**src/rtl/pwmt_pkg.sv**
```systemverilog
`timescale 1ns/1ps
package pwmt_pkg;
   localparam int REG_ADDR_W = 3;

   localparam logic [2:0] RA_CTRL   = 3'd0;
   localparam logic [2:0] RA_MODE   = 3'd1;
   localparam logic [2:0] RA_PINCFG = 3'd2;
   localparam logic [2:0] RA_COUNT  = 3'd3;
   localparam logic [2:0] RA_CMP0   = 3'd4;

   localparam logic [2:0] CLR_ON_A = 3'd1;
   localparam logic [2:0] CLR_ON_B = 3'd2;
   localparam logic [2:0] CLR_ON_C = 3'd5;
   localparam logic [2:0] CLR_ON_D = 3'd6;

   localparam logic [1:0] EDGE_RISE = 2'd0;
   localparam logic [1:0] EDGE_FALL = 2'd1;

   localparam logic [1:0] MODE_PWM = 2'd2;

   typedef enum logic [1:0] {
      ACT_HOLD   = 2'd0,
      ACT_LOW    = 2'd1,
      ACT_HIGH   = 2'd2,
      ACT_TOGGLE = 2'd3
   } pin_act_e;
endpackage

```
**src/rtl/pwmt_edge.sv**
```systemverilog
`timescale 1ns/1ps
module pwmt_edge #(
   parameter int SYNC_STAGES = 0
) (
   input  logic       clk,
   input  logic       rst_n,
   input  logic       src_i,
   input  logic [1:0] sel_i,
   output logic       evt_o
);
   import pwmt_pkg::*;

   logic src_s;
   logic src_q;

   generate
      if (SYNC_STAGES == 0) begin : g_direct
         assign src_s = src_i;
      end else begin : g_sync
         logic [SYNC_STAGES-1:0] sh_q;
         always_ff @(posedge clk) begin
            if (!rst_n) begin
               sh_q <= '0;
            end else begin
               sh_q[0] <= src_i;
               for (int k = 1; k < SYNC_STAGES; k++) sh_q[k] <= sh_q[k-1];
            end
         end
         assign src_s = sh_q[SYNC_STAGES-1];
      end
   endgenerate

   always_ff @(posedge clk) begin
      if (!rst_n) src_q <= 1'b0;
      else        src_q <= src_s;
   end

   logic rise_w, fall_w;
   assign rise_w = src_s & ~src_q;
   assign fall_w = ~src_s & src_q;

   always_comb begin
      case (sel_i)
         EDGE_RISE: evt_o = rise_w;
         EDGE_FALL: evt_o = fall_w;
         default:   evt_o = rise_w | fall_w;
      endcase
   end
endmodule

```
**src/rtl/pwmt_prescale.sv**
```systemverilog
`timescale 1ns/1ps
module pwmt_prescale #(
   parameter  int NUM_DIV   = 4,
   parameter  int STEP_LOG2 = 2,
   localparam int SEL_W     = (NUM_DIV > 1) ? $clog2(NUM_DIV) : 1,
   localparam int PW        = STEP_LOG2 * (NUM_DIV - 1)
) (
   input  logic             clk,
   input  logic             rst_n,
   input  logic             clr_i,
   input  logic             run_i,
   input  logic             evt_i,
   input  logic [SEL_W-1:0] sel_i,
   output logic             tick_o
);
   logic [PW-1:0] lim_tab [NUM_DIV];

   generate
      for (genvar g = 0; g < NUM_DIV; g++) begin : g_lim
         assign lim_tab[g] = {PW{1'b1}} >> (PW - STEP_LOG2 * g);
      end
   endgenerate

   logic [SEL_W-1:0] sel_eff;
   assign sel_eff = (int'(sel_i) < NUM_DIV) ? sel_i : SEL_W'(NUM_DIV - 1);

   logic [PW-1:0] pcnt_q;
   logic          at_lim;
   assign at_lim = (pcnt_q == lim_tab[sel_eff]);
   assign tick_o = run_i & evt_i & at_lim;

   always_ff @(posedge clk) begin
      if (!rst_n || clr_i) begin
         pcnt_q <= '0;
      end else if (run_i && evt_i) begin
         pcnt_q <= at_lim ? '0 : pcnt_q + 1'b1;
      end
   end
endmodule

```
**src/rtl/pwmt_count.sv**
```systemverilog
`timescale 1ns/1ps
module pwmt_count #(
   parameter int CNT_W = 16
) (
   input  logic             clk,
   input  logic             rst_n,
   input  logic             tick_i,
   input  logic [2:0]       clr_sel_i,
   input  logic             wr_i,
   input  logic [CNT_W-1:0] wr_val_i,
   input  logic [CNT_W-1:0] cmp_a_i,
   input  logic [CNT_W-1:0] cmp_b_i,
   input  logic [CNT_W-1:0] cmp_c_i,
   input  logic [CNT_W-1:0] cmp_d_i,
   output logic [CNT_W-1:0] cnt_o,
   output logic             a_hit_o,
   output logic             clr_hit_o,
   output logic             hit_a_o,
   output logic             hit_b_o
);
   import pwmt_pkg::*;

   logic [CNT_W-1:0] cnt_q;
   logic             clr_match;
   logic             eq_a, eq_b;

   assign eq_a = (cnt_q == cmp_a_i);
   assign eq_b = (cnt_q == cmp_b_i);

   always_comb begin
      case (clr_sel_i)
         CLR_ON_A: clr_match = eq_a;
         CLR_ON_B: clr_match = eq_b;
         CLR_ON_C: clr_match = (cnt_q == cmp_c_i);
         CLR_ON_D: clr_match = (cnt_q == cmp_d_i);
         default:  clr_match = 1'b0;
      endcase
   end

   assign a_hit_o   = tick_i & eq_a;
   assign clr_hit_o = tick_i & clr_match;
   assign cnt_o     = cnt_q;

   always_ff @(posedge clk) begin
      if (!rst_n) begin
         cnt_q   <= '0;
         hit_a_o <= 1'b0;
         hit_b_o <= 1'b0;
      end else begin
         if (wr_i)           cnt_q <= wr_val_i;
         else if (clr_hit_o) cnt_q <= '0;
         else if (tick_i)    cnt_q <= cnt_q + 1'b1;
         hit_a_o <= a_hit_o;
         hit_b_o <= tick_i & eq_b;
      end
   end
endmodule

```
**src/rtl/pwmt_pin.sv**
```systemverilog
`timescale 1ns/1ps
module pwmt_pin (
   input  logic       clk,
   input  logic       rst_n,
   input  logic       cfg_wr_i,
   input  logic       cfg_new_lvl_i,
   input  logic [2:0] cfg_i,
   input  logic       pwm_i,
   input  logic       a_hit_i,
   input  logic       clr_hit_i,
   output logic       pin_o
);
   import pwmt_pkg::*;

   logic     pin_q, pin_d;
   pin_act_e act;
   assign act = pin_act_e'(cfg_i[1:0]);

   always_comb begin
      pin_d = pin_q;
      if (cfg_wr_i) begin
         pin_d = cfg_new_lvl_i;
      end else if (pwm_i && clr_hit_i) begin
         pin_d = cfg_i[2];
      end else if (a_hit_i) begin
         case (act)
            ACT_LOW:    pin_d = 1'b0;
            ACT_HIGH:   pin_d = 1'b1;
            ACT_TOGGLE: pin_d = ~pin_q;
            default:    pin_d = pin_q;
         endcase
      end
   end

   always_ff @(posedge clk) begin
      if (!rst_n) pin_q <= 1'b0;
      else        pin_q <= pin_d;
   end

   assign pin_o = pin_q;
endmodule

```
**src/rtl/pwm_timer_chan.sv**
```systemverilog
`timescale 1ns/1ps
module pwm_timer_chan #(
   parameter int CNT_W       = 16,
   parameter int NUM_DIV     = 4,
   parameter int STEP_LOG2   = 2,
   parameter int SYNC_STAGES = 0
) (
   input  logic             clk,
   input  logic             rst_n,
   input  logic             wr_en_i,
   input  logic [2:0]       addr_i,
   input  logic [CNT_W-1:0] wr_data_i,
   output logic [CNT_W-1:0] rd_data_o,
   input  logic             run_i,
   input  logic             cnt_src_i,
   output logic             pin_o,
   output logic             hit_a_o,
   output logic             hit_b_o
);
   import pwmt_pkg::*;

   localparam int SEL_W   = (NUM_DIV > 1) ? $clog2(NUM_DIV) : 1;
   localparam int NUM_CMP = 4;

   generate
      if (CNT_W < 8) begin : g_bad_w
         $error("CNT_W must be at least 8");
      end
      if (NUM_DIV < 2 || SEL_W > 3) begin : g_bad_div
         $error("NUM_DIV must lie in 2..8");
      end
      if (STEP_LOG2 < 1) begin : g_bad_step
         $error("STEP_LOG2 must be at least 1");
      end
      if (SYNC_STAGES < 0) begin : g_bad_sync
         $error("SYNC_STAGES must not be negative");
      end
   endgenerate

   logic [7:0]       ctrl_q;
   logic [1:0]       mode_q;
   logic [2:0]       pincfg_q;
   logic [CNT_W-1:0] cmp_q [NUM_CMP];

   logic ctrl_wr_w, cfg_wr_w, cnt_wr_w, pwm_w;
   assign ctrl_wr_w = wr_en_i && (addr_i == RA_CTRL);
   assign cfg_wr_w  = wr_en_i && (addr_i == RA_PINCFG);
   assign cnt_wr_w  = wr_en_i && (addr_i == RA_COUNT);
   assign pwm_w     = (mode_q == MODE_PWM);

   always_ff @(posedge clk) begin
      if (!rst_n) begin
         ctrl_q   <= '0;
         mode_q   <= '0;
         pincfg_q <= '0;
      end else if (wr_en_i) begin
         case (addr_i)
            RA_CTRL:   ctrl_q   <= wr_data_i[7:0];
            RA_MODE:   mode_q   <= wr_data_i[1:0];
            RA_PINCFG: pincfg_q <= wr_data_i[2:0];
            default: ;
         endcase
      end
   end

   generate
      for (genvar g = 0; g < NUM_CMP; g++) begin : g_cmp
         always_ff @(posedge clk) begin
            if (!rst_n) cmp_q[g] <= '0;
            else if (wr_en_i && (addr_i == 3'(int'(RA_CMP0) + g)))
               cmp_q[g] <= wr_data_i;
         end
      end
   endgenerate

   logic             evt_w, tick_w, a_hit_w, clr_hit_w;
   logic [CNT_W-1:0] cnt_w;

   pwmt_edge #(.SYNC_STAGES(SYNC_STAGES)) u_edge (
      .clk   (clk),
      .rst_n (rst_n),
      .src_i (cnt_src_i),
      .sel_i (ctrl_q[4:3]),
      .evt_o (evt_w)
   );

   pwmt_prescale #(.NUM_DIV(NUM_DIV), .STEP_LOG2(STEP_LOG2)) u_presc (
      .clk    (clk),
      .rst_n  (rst_n),
      .clr_i  (ctrl_wr_w),
      .run_i  (run_i),
      .evt_i  (evt_w),
      .sel_i  (ctrl_q[SEL_W-1:0]),
      .tick_o (tick_w)
   );

   pwmt_count #(.CNT_W(CNT_W)) u_count (
      .clk       (clk),
      .rst_n     (rst_n),
      .tick_i    (tick_w),
      .clr_sel_i (ctrl_q[7:5]),
      .wr_i      (cnt_wr_w),
      .wr_val_i  (wr_data_i),
      .cmp_a_i   (cmp_q[0]),
      .cmp_b_i   (cmp_q[1]),
      .cmp_c_i   (cmp_q[2]),
      .cmp_d_i   (cmp_q[3]),
      .cnt_o     (cnt_w),
      .a_hit_o   (a_hit_w),
      .clr_hit_o (clr_hit_w),
      .hit_a_o   (hit_a_o),
      .hit_b_o   (hit_b_o)
   );

   pwmt_pin u_pin (
      .clk           (clk),
      .rst_n         (rst_n),
      .cfg_wr_i      (cfg_wr_w),
      .cfg_new_lvl_i (wr_data_i[2]),
      .cfg_i         (pincfg_q),
      .pwm_i         (pwm_w),
      .a_hit_i       (a_hit_w),
      .clr_hit_i     (clr_hit_w),
      .pin_o         (pin_o)
   );

   always_comb begin
      case (addr_i)
         RA_CTRL:   rd_data_o = CNT_W'(ctrl_q);
         RA_MODE:   rd_data_o = CNT_W'(mode_q);
         RA_PINCFG: rd_data_o = CNT_W'(pincfg_q);
         RA_COUNT:  rd_data_o = cnt_w;
         default:   rd_data_o = cmp_q[addr_i[1:0]];
      endcase
   end
endmodule

```
**config.mk**
```make
export PLATFORM = sky130hd
export DESIGN_NAME = pwm_timer_chan
export DESIGN_NICKNAME = d
export VERILOG_FILES = /design/src/rtl/pwmt_pkg.sv /design/src/rtl/pwmt_edge.sv /design/src/rtl/pwmt_prescale.sv /design/src/rtl/pwmt_count.sv /design/src/rtl/pwmt_pin.sv /design/src/rtl/pwm_timer_chan.sv
export SDC_FILE = /design/constraint.sdc
export NUM_CORES = 1
export LEC_CHECK = 0
export ABC_CLOCK_PERIOD_IN_PS = 3600
export BUFFER_PORTS_ARGS = -buffer_cell sky130_fd_sc_hd__clkbuf_2
export CORE_UTILIZATION = 57
export DETAILED_ROUTE_END_ITERATION = 16
export HOLD_SLACK_MARGIN = 0.08
export PLACE_DENSITY = 0.72
export SETUP_SLACK_MARGIN = 0.1
export SYNTH_ARGS = -nofsm -noshare
export SYNTH_HDL_FRONTEND = slang
export SYNTH_SLANG_ARGS = --single-unit
```
**constraint.sdc**
```tcl
create_clock -name clk -period 3.6 [get_ports clk]
set_input_delay 0.36 -clock clk [delete_from_list [all_inputs] [get_ports clk]]
set_output_delay 0.36 -clock clk [all_outputs]
set_load 0.02 [all_outputs]
```
# Word-level counts from Yosys, hierarchy flattened
# Memories as Yosys holds them, arrays and structs flattened.
# Cells that the tools add are included.
# totals
word_cells	101
n_memories	1
ramBits	64
regBits	39
# op_classes
add_sub_neg	2
n_eq_ne	21
magnitude_cmp	1
bitwise	16
muxes	31
reduce_logical	20
# mem_list
name	words	width	rd	rd_ports_with_merged_regs	write_ports	line_no	rtl
cmp_q	4	16	5	0	4	pwm_timer_chan.sv:43	logic [CNT_W-1:0] cmp_q [NUM_CMP];
# op_table
operator	n
two-way mux 16 bit	7
== test 16 bit	4
case mux 16 bit (4 select lines)	1
== test 3 bit (second input constant)	6
two-way mux 6 bit	3
adder 16 x 1 -> 16 bit (second input constant)	1
two-way mux 1 bit	16
binary-select mux 6 bit (select 2 bit)	1
== test 3 x 2 -> 1 bit (second input constant)	3
logical AND 1 bit	9
AND reduction 2 bit	4
AND 1 bit	7
adder 6 x 1 -> 6 bit (second input constant)	1
== test 2 bit (second input constant)	3
== test 3 x 1 -> 1 bit (second input constant)	2
== test 6 bit	1
nonzero test 3 bit	2
OR 1 bit	5
nonzero test 5 bit	1
== test 2 x 1 -> 1 bit (second input constant)	2
case mux 1 bit (4 select lines)	1
greater-or-equal comparator 3 bit (second input constant)	1
logical NOT 3 bit	1
NOT 1 bit	3
6 further kinds	6

# Depth between registers and ports, before layout
# Gate-level depths: netlist of the first run.
# depth
depth_word	10
ltp_mapped	10
ltp_nobuf	9

# By module
# A second synthesis of the first run with hierarchy kept.
# hier_totals
hier_cells	609
area_unflattened_um2	6253.5
# modules_own_cells
module	cells_per_inst	area_per_inst_um2	instances
pwm_timer_chan	284	3744.8	1
pwmt_count	269	2008.2	1
pwmt_prescale	39	351.6	1
pwmt_edge	8	78.8	1
pwmt_pin	9	70.1	1

# Worst setup path before layout of the first run
# OpenSTA, ideal clock, no wires.
# synth_timing
path_kind	input-to-reg
startpoint	input addr_i[2]
endpoint	memory cmp_q[0][0], enable pin
required_time_ns	3.186
path_slack_ns	0.923
arrival_ns	2.263
cell_stages	4
path_buffers	2
setup_ns	0.414
cell_sequence	clkbuf_1 > clkbuf_1 > nand2_1 > o31ai_1
# synth_rtl
item	line_no	rtl
start, declared	pwm_timer_chan.sv:11	input logic [2:0] addr_i,
end, declared	pwm_timer_chan.sv:43	

# Worst setup path in the final report of the first run
# layout_timing
startpoint	register ctrl_q[7]
endpoint	register u_count.cnt_q[11] (netlist: u_count.cnt_o[11])
# layout_between
elab_chain_len	5
word_cells_on_any_way	9
classes_between	4 x eq/ne; 3 x mux; 1 x bitwise; 1 x reduce/logical
# layout_rtl
item	line_no	rtl
start, declared	pwm_timer_chan.sv:40	logic [7:0] ctrl_q;
start signal, assigned	pwm_timer_chan.sv:58	RA_CTRL: ctrl_q <= wr_data_i[7:0];
== test 3 bit, or another cell as far along	pwmt_count.sv:31	case (clr_sel_i)
case mux 1 bit (4 select lines) *	pwmt_count.sv:31	
AND 1 bit *	pwmt_count.sv:41	assign clr_hit_o = tick_i & clr_match;
two-way mux 16 bit	pwmt_count.sv:51	else if (clr_hit_o) cnt_q <= '0;
two-way mux 16 bit	pwmt_count.sv:50	if (wr_i) cnt_q <= wr_val_i;
end signal, assigned	pwmt_count.sv:50	
end signal, assigned	pwmt_count.sv:52	else if (tick_i) cnt_q <= cnt_q + 1'b1;
end, declared	pwmt_count.sv:23	logic [CNT_W-1:0] cnt_q;
# Every way passes the cells marked *; elsewhere a longest branch is shown, timed or not.
# A chain may end at the register's enable or synchronous reset.

==> results of run 1 <==
[per-layer routing]
| metal | GRT usage [%] | up-vias | wire (um) |
|---|---|---|---|
| met5 | 0 | - | 0 |
| met4 | 10.67 | 0 | 463 |
| met3 | 9.179 | 33 | 1762 |
| met2 | 50.18 | 237 | 7988 |
| met1 | 45.26 | 2440 | 7404 |
| li1 | - | 2289 | - |
[sequential cells by signal, summed over array words and instances, names as in the netlist, 2 cells and up]
name / count
cmp_q: 64
ctrl_q: 8
mode_q: 2
pincfg_q: 3
u_count.cnt_o: 16
u_presc.pcnt_q: 6
[cell usage in the layout, fill, tap and decap left out, types with 19 or more instances in the layout]
master / netlist / layout
dfxtp_1: 39 / 39
nor4_1: 19 / 19
inv_1: 22 / 22
nor2_1: 28 / 28
edfxtp_1: 64 / 64
and2_1: 68 / 68
clkbuf_2: 0 / 42
xor2_1: 41 / 41
nand2_1: 53 / 53
a21oi_1: 20 / 20
[worst max-delay path, cell delays in order, from the launching register on]
cell	delay, ns
dfxtp_1	0.65
and3b_1	0.53
mux2i_1	0.35
and2_1	0.22
a2111oi_4	0.05
a32oi_2	0.74
nand4b_1	0.17
a31oi_1	0.20
[cell families after synthesis]
| logic type | count (synthesis) | share of synthesized area (%) |
|---|---|---|
| AO/OA/AOI/OAI | 115 | 12.61 |
| XOR/XNOR | 52 | 7.252 |
| adder cells (fa/ha/maj) | 4 | 0.7970 |
| buffers and inverters | 70 | 5.937 |
| flip-flops | 103 | 43.04 |
| multiplexers | 32 | 8.747 |
| AND/OR/NAND/NOR | 244 | 21.62 |
[worst min path at each step]
stage,from,endpoint,depth (start not counted)
after floorplan,ctrl_q[2]$_SDFFE_PN0P_,ctrl_q[2]$_SDFFE_PN0P_,2
after global placement,ctrl_q[2]$_SDFFE_PN0P_,ctrl_q[2]$_SDFFE_PN0P_,2
after detailed placement,ctrl_q[2]$_SDFFE_PN0P_,ctrl_q[2]$_SDFFE_PN0P_,2
after CTS,cnt_src_i,u_edge.src_q$_SDFF_PN0_,3
after global routing,cnt_src_i,u_edge.src_q$_SDFF_PN0_,3
final,cnt_src_i,u_edge.src_q$_SDFF_PN0_,3
[cell type report]
type | instances | area (sq um) | area share [%]
Tap cell | 136 | 170.2 | 2.550
Timing Repair Buffer | 57 | 322.8 | 4.837
Inverter | 24 | 90.09 | 1.350
Clock buffer | 9 | 123.9 | 1.856
Clock inverter | 6 | 55.05 | 0.8249
Multi-Input combinational cell | 447 | 3209 | 48.09
Sequential cell | 103 | 2703 | 40.49
[Yosys cell counts, types with 5 or more instances]
cell type	count	area, sq um
mux4_2	18	405.4
buf_2	6	30.03
nor2_1	28	105.1
or3_1	5	31.28
buf_1	6	22.52
a21oi_1	20	100.1
xnor2_1	11	96.34
o21ai_0	21	105.1
o31ai_1	7	52.55
a31oi_1	12	75.07
nand4_1	7	43.79
edfxtp_1	64	1922
nand2b_1	16	100.1
nor4_1	19	118.9
dfxtp_1	39	780.8
xor2_1	41	359.1
nor3_1	8	40.04
buf_6	11	123.9
a2111oi_0	5	43.79
nor2b_1	7	43.79
and2_1	68	425.4
a22oi_1	12	90.09
nand2_1	53	198.9
mux2i_1	11	110.1
nand3_1	15	75.07
clkbuf_1	18	67.56
o21ai_1	7	35.03
inv_1	22	82.58
[stage by stage]
| step | instance area, sq um | hold WS, ns | std cells |
|---|---|---|---|
| final | 6674 | 0.2067 | 782 |
| after global routing | 6674 | 0.1962 | 782 |
| after CTS | 6674 | 0.1900 | 782 |
| after detailed placement | 6495 | 0.4513 | 767 |
| after global placement | 6495 | 0.4443 | 767 |
| after floorplan | 6280 | 0.4357 | 620 |
[power breakdown]
| part | switching (mW) | internal [mW] |
|---|---|---|
| sequential | 0.0828 | 1.32 |
| combinational | 0.229 | 0.149 |
| clock | 0.427 | 0.261 |
==> results.txt, run 1 <==
Static leakage power: 2.453 nW
Nets@finish: 670
Sequential fraction of the synthesis area: 43.04%
Number of synthesized register bits: 103
Clock slew at the register clock pins of the worst setup and hold paths: 0.10 ns
Post-CTS Resized: 0
Final max-slew violation count: 0
# Post-CTS Setup Buffers: 0
Average wire per standard cell: 22.53 um
Total setup violations reported at the end of the flow: 0
Classification of the worst setup path: flop to flop
Share of flip-flops with an asynchronous set or reset after synthesis: 0%
Design Power: 2.465 mW
CP max FO: 17
Upper clock frequency limit: 0.3332 GHz
Count of mapped cells out of synthesis: 620
Total congestion overflow after global routing: 0
Worst Hold Class: primary input to flop
Mean number of vias per cell: 6.393
Area of the die: 11440 sq um
CTS tree: yes
Placement row count: 37
Antenna violations before repair: 0
DRT Pass-1 Iters: 5
Capture point of the critical path: u_count.cnt_o[11]$_SDFFE_PN0P_
Count of different cell masters after synthesis: 68
Final core utilization: 63.51%
Clk root buf: clkbuf_8
Residual antenna-violating net count after detailed routing: 0
Fillcell total: 882
I/O pin count: 43
R2r endpoint: u_count.cnt_o[11]$_SDFFE_PN0P_
Residual DRC: 0
Fin Clk Skew: 0.009571 ns
Post-cts hold buffer count: 0
Clock Path Buffers: 2
Arrival time at the worst endpoint: 3.33 ns
MaxCap Viol Count: 0
Time the final worst path needs with I/O delays and setup: 3.001 ns
Number of enable-type register cells in the synthesized netlist: 64
Number of input and output port buffers inserted: 42
Kind of end point of the critical path: flop
Starting density of the core: 59.76%
Final routed wirelength across all metal layers: 17620 um
Cell Pwr Density: 369.4 nW/um^2
Largest net degree at the start of global routing: 35
CTS sink cnt: 103
Area inside the core boundary: 10510 sq um
Netlist area before placement: 6280 sq um
Chip height: 107.0 um
Critical path startpoint category: flop
WP data required: 3.92 ns
Flip-flop cell with the highest count after synthesis: edfxtp_1
Post-detail-place hpwl: 13360 um
R2R Setup Slk: 0.60 ns
Total negative slack: 0 ns
Worst r2r path cells: 7
Wire length of the first global-routing pass: 27040 um
Width of the die: 107.0 um
Fraction of layout cells with a size suffix above 1: 16.41%
Worst slack, placed: 0.6672 ns
Layout-stage area growth over the synthesis result: 6.276%
Total GRT Usage: 32.88%
Start point of the critical path: ctrl_q[7]$_SDFFE_PN0P_
Clk Latency, worst-skew pair: 0.40 ns
Worst-case vdd ir drop: 0.0004460 V
Number of diodes added for antenna fixing: 0
Maximum level of the CTS H-tree: 3
Slew @ Worst Pin: 1.134 ns
Count of endpoints failing hold in the final timing report: 0
Initial detailed-routing violation count: 575
Setup repair after global routing missed its margin: no
Number of buffers created by CTS: 9
Post-synthesis net count: 648
Worst-case setup margin in the final layout: 0.5985 ns
Result of the run: finished clean
Placer's final routability congestion estimate: 0.9780
Worst slew margin: 24.13%
Via count: 4999
Final cycle utilization of the critical path: 83.37%
Beginning of the worst register-to-register path: ctrl_q[7]$_SDFFE_PN0P_
Average cell area after synthesis: 10.13 sq um
Synth warn: 0
Vias in the first global route: 4762
Power figures use the tool's default switching activity.
==> inputs of run 2 (changes only) <==
ABC_CLOCK_PERIOD_IN_PS = 2500   (was 3600)
CORE_UTILIZATION = 55   (was 57)
clock period = 2.5 ns   (was 3.6 ns; I/O delays follow)
==> results.txt, run 2 (synthesized netlist as in run 1, its figures left out) <==
Beginning of the worst register-to-register path: cmp_q[1][15]$_SDFFCE_PN0P_
Clock Path Buffers: 2
Residual antenna-violating net count after detailed routing: 0
R2r endpoint: u_count.cnt_o[4]$_SDFFE_PN0P_
Largest stage delay on the critical path: 0.45 ns
Number of input and output port buffers inserted: 42
Total internal power: 2.910 mW
Post-detail-place hpwl: 15780 um
Worst slew margin: 25.07%
Dominant cell type by count on the critical path: buf_4
Clk pwr share: 34.3%
Fillcell total: 870
Critical path startpoint category: flop
Final cycle utilization of the critical path: 98.02%
Vias in the first global route: 4943
Hold Path Cell Cnt: 3
Register ranked first by flip-flop count: cmp_q
Total setup violations reported at the end of the flow: 0
Min-delay src: cnt_src_i
Upper clock frequency limit: 0.4081 GHz
Count of endpoints failing hold in the final timing report: 0
Result of the run: finished clean
Logic pwr share: 17.3%
Number of buffers created by CTS: 9
Layout-stage area growth over the synthesis result: 20.80%
Area inside the core boundary: 10980 sq um
Nets@finish: 728
Final routed wirelength across all metal layers: 20950 um
Setup repair after global routing missed its margin: yes
Slew @ Worst Pin: 1.120 ns
Starting density of the core: 57.18%
Placer's final routability congestion estimate: 1.005
CTS tree: yes
Area of the die: 11850 sq um
Initial detailed-routing violation count: 783
Switching power as a share of total power: 29.45%
CP max FO: 4
Time the final worst path needs with I/O delays and setup: 2.451 ns
Clk root buf: clkbuf_16
Clock slew at the register clock pins of the worst setup and hold paths: 0.07 ns
Post-cts hold buffer count: 0
Worst Hold Class: primary input to flop
R2R Setup Slk: 0.05 ns
Gate family responsible for the most delay along the worst path: buffers and inverters
Design Power: 4.124 mW
Total congestion overflow after global routing: 0
Final core utilization: 69.07%
Worst-case vdd ir drop: 0.0007883 V
Critical path's slowest cell: edfxtp_1
Via count: 5379
Flip-flop count of the largest register after layout: 64
Buf+Inv Stages, Crit Path: 3
Total negative slack: 0 ns
Average wire per standard cell: 24.79 um
Static leakage power: 2.890 nW
Width of the die: 108.9 um
Placement row count: 38
WP data required: 2.75 ns
Mean number of vias per cell: 6.366
Total net switching power: 1.215 mW
Final instance area: 7586 sq um
Number of diodes added for antenna fixing: 0
Min-Delay Endpoint: u_edge.src_q$_SDFF_PN0_
Leading cell types in the layout, fill and taps excluded: and2_1, buf_4, edfxtp_1
CTS sink cnt: 103
Final max-slew violation count: 0
Fin Clk Skew: 0.008657 ns
Chip height: 108.9 um
Wire length of the first global-routing pass: 30490 um
DRT Pass-1 Iters: 5
Cell breakdown of the critical path: xor2_2 -> nor4_4 -> buf_4 -> nand4_1 -> buf_4 -> o22ai_4 -> a32oi_4 -> clkbuf_16 -> a22oi_2 -> o21ai_1
Maximum level of the CTS H-tree: 3
Worst r2r path cells: 10
Fraction of layout cells with a size suffix above 1: 29.36%
Antenna violations before repair: 0
Cell Pwr Density: 543.7 nW/um^2
Cell area after placement: 6963 sq um
Total GRT Usage: 36.85%
Arrival time at the worst endpoint: 2.70 ns
Residual DRC: 0
Kind of end point of the critical path: flop
I/O pin count: 43
Clk Latency, worst-skew pair: 0.37 ns
Classification of the worst setup path: flop to flop
Commonest non-fill, non-tap cell in the layout: and2_1
Worst Hold Slack: 0.1530 ns
Flop pwr share: 48.4%
Largest net degree at the start of global routing: 34
MaxCap Viol Count: 0
==> run 2: changes by cell type in the layout (fill, tap and decap cells not counted), sizes merged <==
cell	before	now
buf	15	71
clkinvlp	0	1
clkbuf	51	54
inv	27	26
==> run 2: power by group through the flow <==
stage               combinational, mW  clock (mW)  sequential, mW
floorplan                       0.413           0            1.98
global placement                0.645           0            2.02
detailed placement              0.650           0            2.03
CTS                             0.660        1.43            1.99
global route                    0.746        1.49            2.01
finish                          0.713        1.41            2.00
==> run 2: how the worst max path moves through the flow <==
stage                                               from                             to  slack [ns]  cells after the start
after global routing          cmp_q[2][13]$_SDFFCE_PN0P_  u_count.cnt_o[4]$_SDFFE_PN0P_       -0.02                      9
after detailed placement  u_count.cnt_o[15]$_SDFFE_PN0P_       u_pin.pin_o$_SDFFE_PN0P_        0.04                      8
after floorplan                                addr_i[2]      cmp_q[1][0]$_SDFFCE_PN0P_      -0.007                      4
final                         cmp_q[1][15]$_SDFFCE_PN0P_  u_count.cnt_o[4]$_SDFFE_PN0P_        0.05                     10
after CTS                     cmp_q[2][13]$_SDFFCE_PN0P_       u_pin.pin_o$_SDFFE_PN0P_        0.08                      8
after global placement    u_count.cnt_o[15]$_SDFFE_PN0P_  u_count.cnt_o[9]$_SDFFE_PN0P_       0.002                     10
==> run 2: per-stage QoR <==
step / setup slack [ns] / std cells
after global placement: 0.002115 / 826
after global routing: -0.02296 / 845
after detailed placement: 0.03682 / 826
after CTS: 0.08433 / 842
final: 0.04944 / 845
after floorplan: -0.006945 / 620
==> run 2: final cells by class <==
| class | instances | area, sq um | share of cell area [%] |
|---|---|---|---|
| Inverter | 24 | 90.09 | 1.188 |
| Clock buffer | 10 | 239.0 | 3.150 |
| Clock inverter | 6 | 53.80 | 0.7092 |
| Multi-Input combinational cell | 447 | 3472 | 45.77 |
| Timing Repair Buffer | 115 | 843.3 | 11.12 |
| Tap cell | 140 | 175.2 | 2.309 |
| Sequential cell | 103 | 2713 | 35.76 |
==> run 2: routing by layer <==
| layer | wire, um | vias to the layer above | GRT usage (%) |
|---|---|---|---|
| li1 | - | 2400 | - |
| met4 | 636 | 0 | 11.58 |
| met1 | 8570 | 2617 | 51.04 |
| met2 | 9783 | 313 | 57.41 |
| met5 | 0 | - | 0 |
| met3 | 1959 | 49 | 8.249 |
==> run 2: timing repair <==
item                       in CTS  in global routing
setup endpoints to repair      12                 17
gates resized for setup         6                 47
gates cloned                    0                  2
pin swaps                       0                  4
setup buffers                   0                  1
==> run 2: worst reg2reg max path: stages, from the launching register on <==
cell       delay (ns)
edfxtp_1         0.45
xor2_2           0.20
nor4_4           0.35
buf_4            0.17
nand4_1          0.21
buf_4            0.24
o22ai_4          0.14
a32oi_4          0.12
clkbuf_16        0.21
a22oi_2          0.14
o21ai_1          0.10
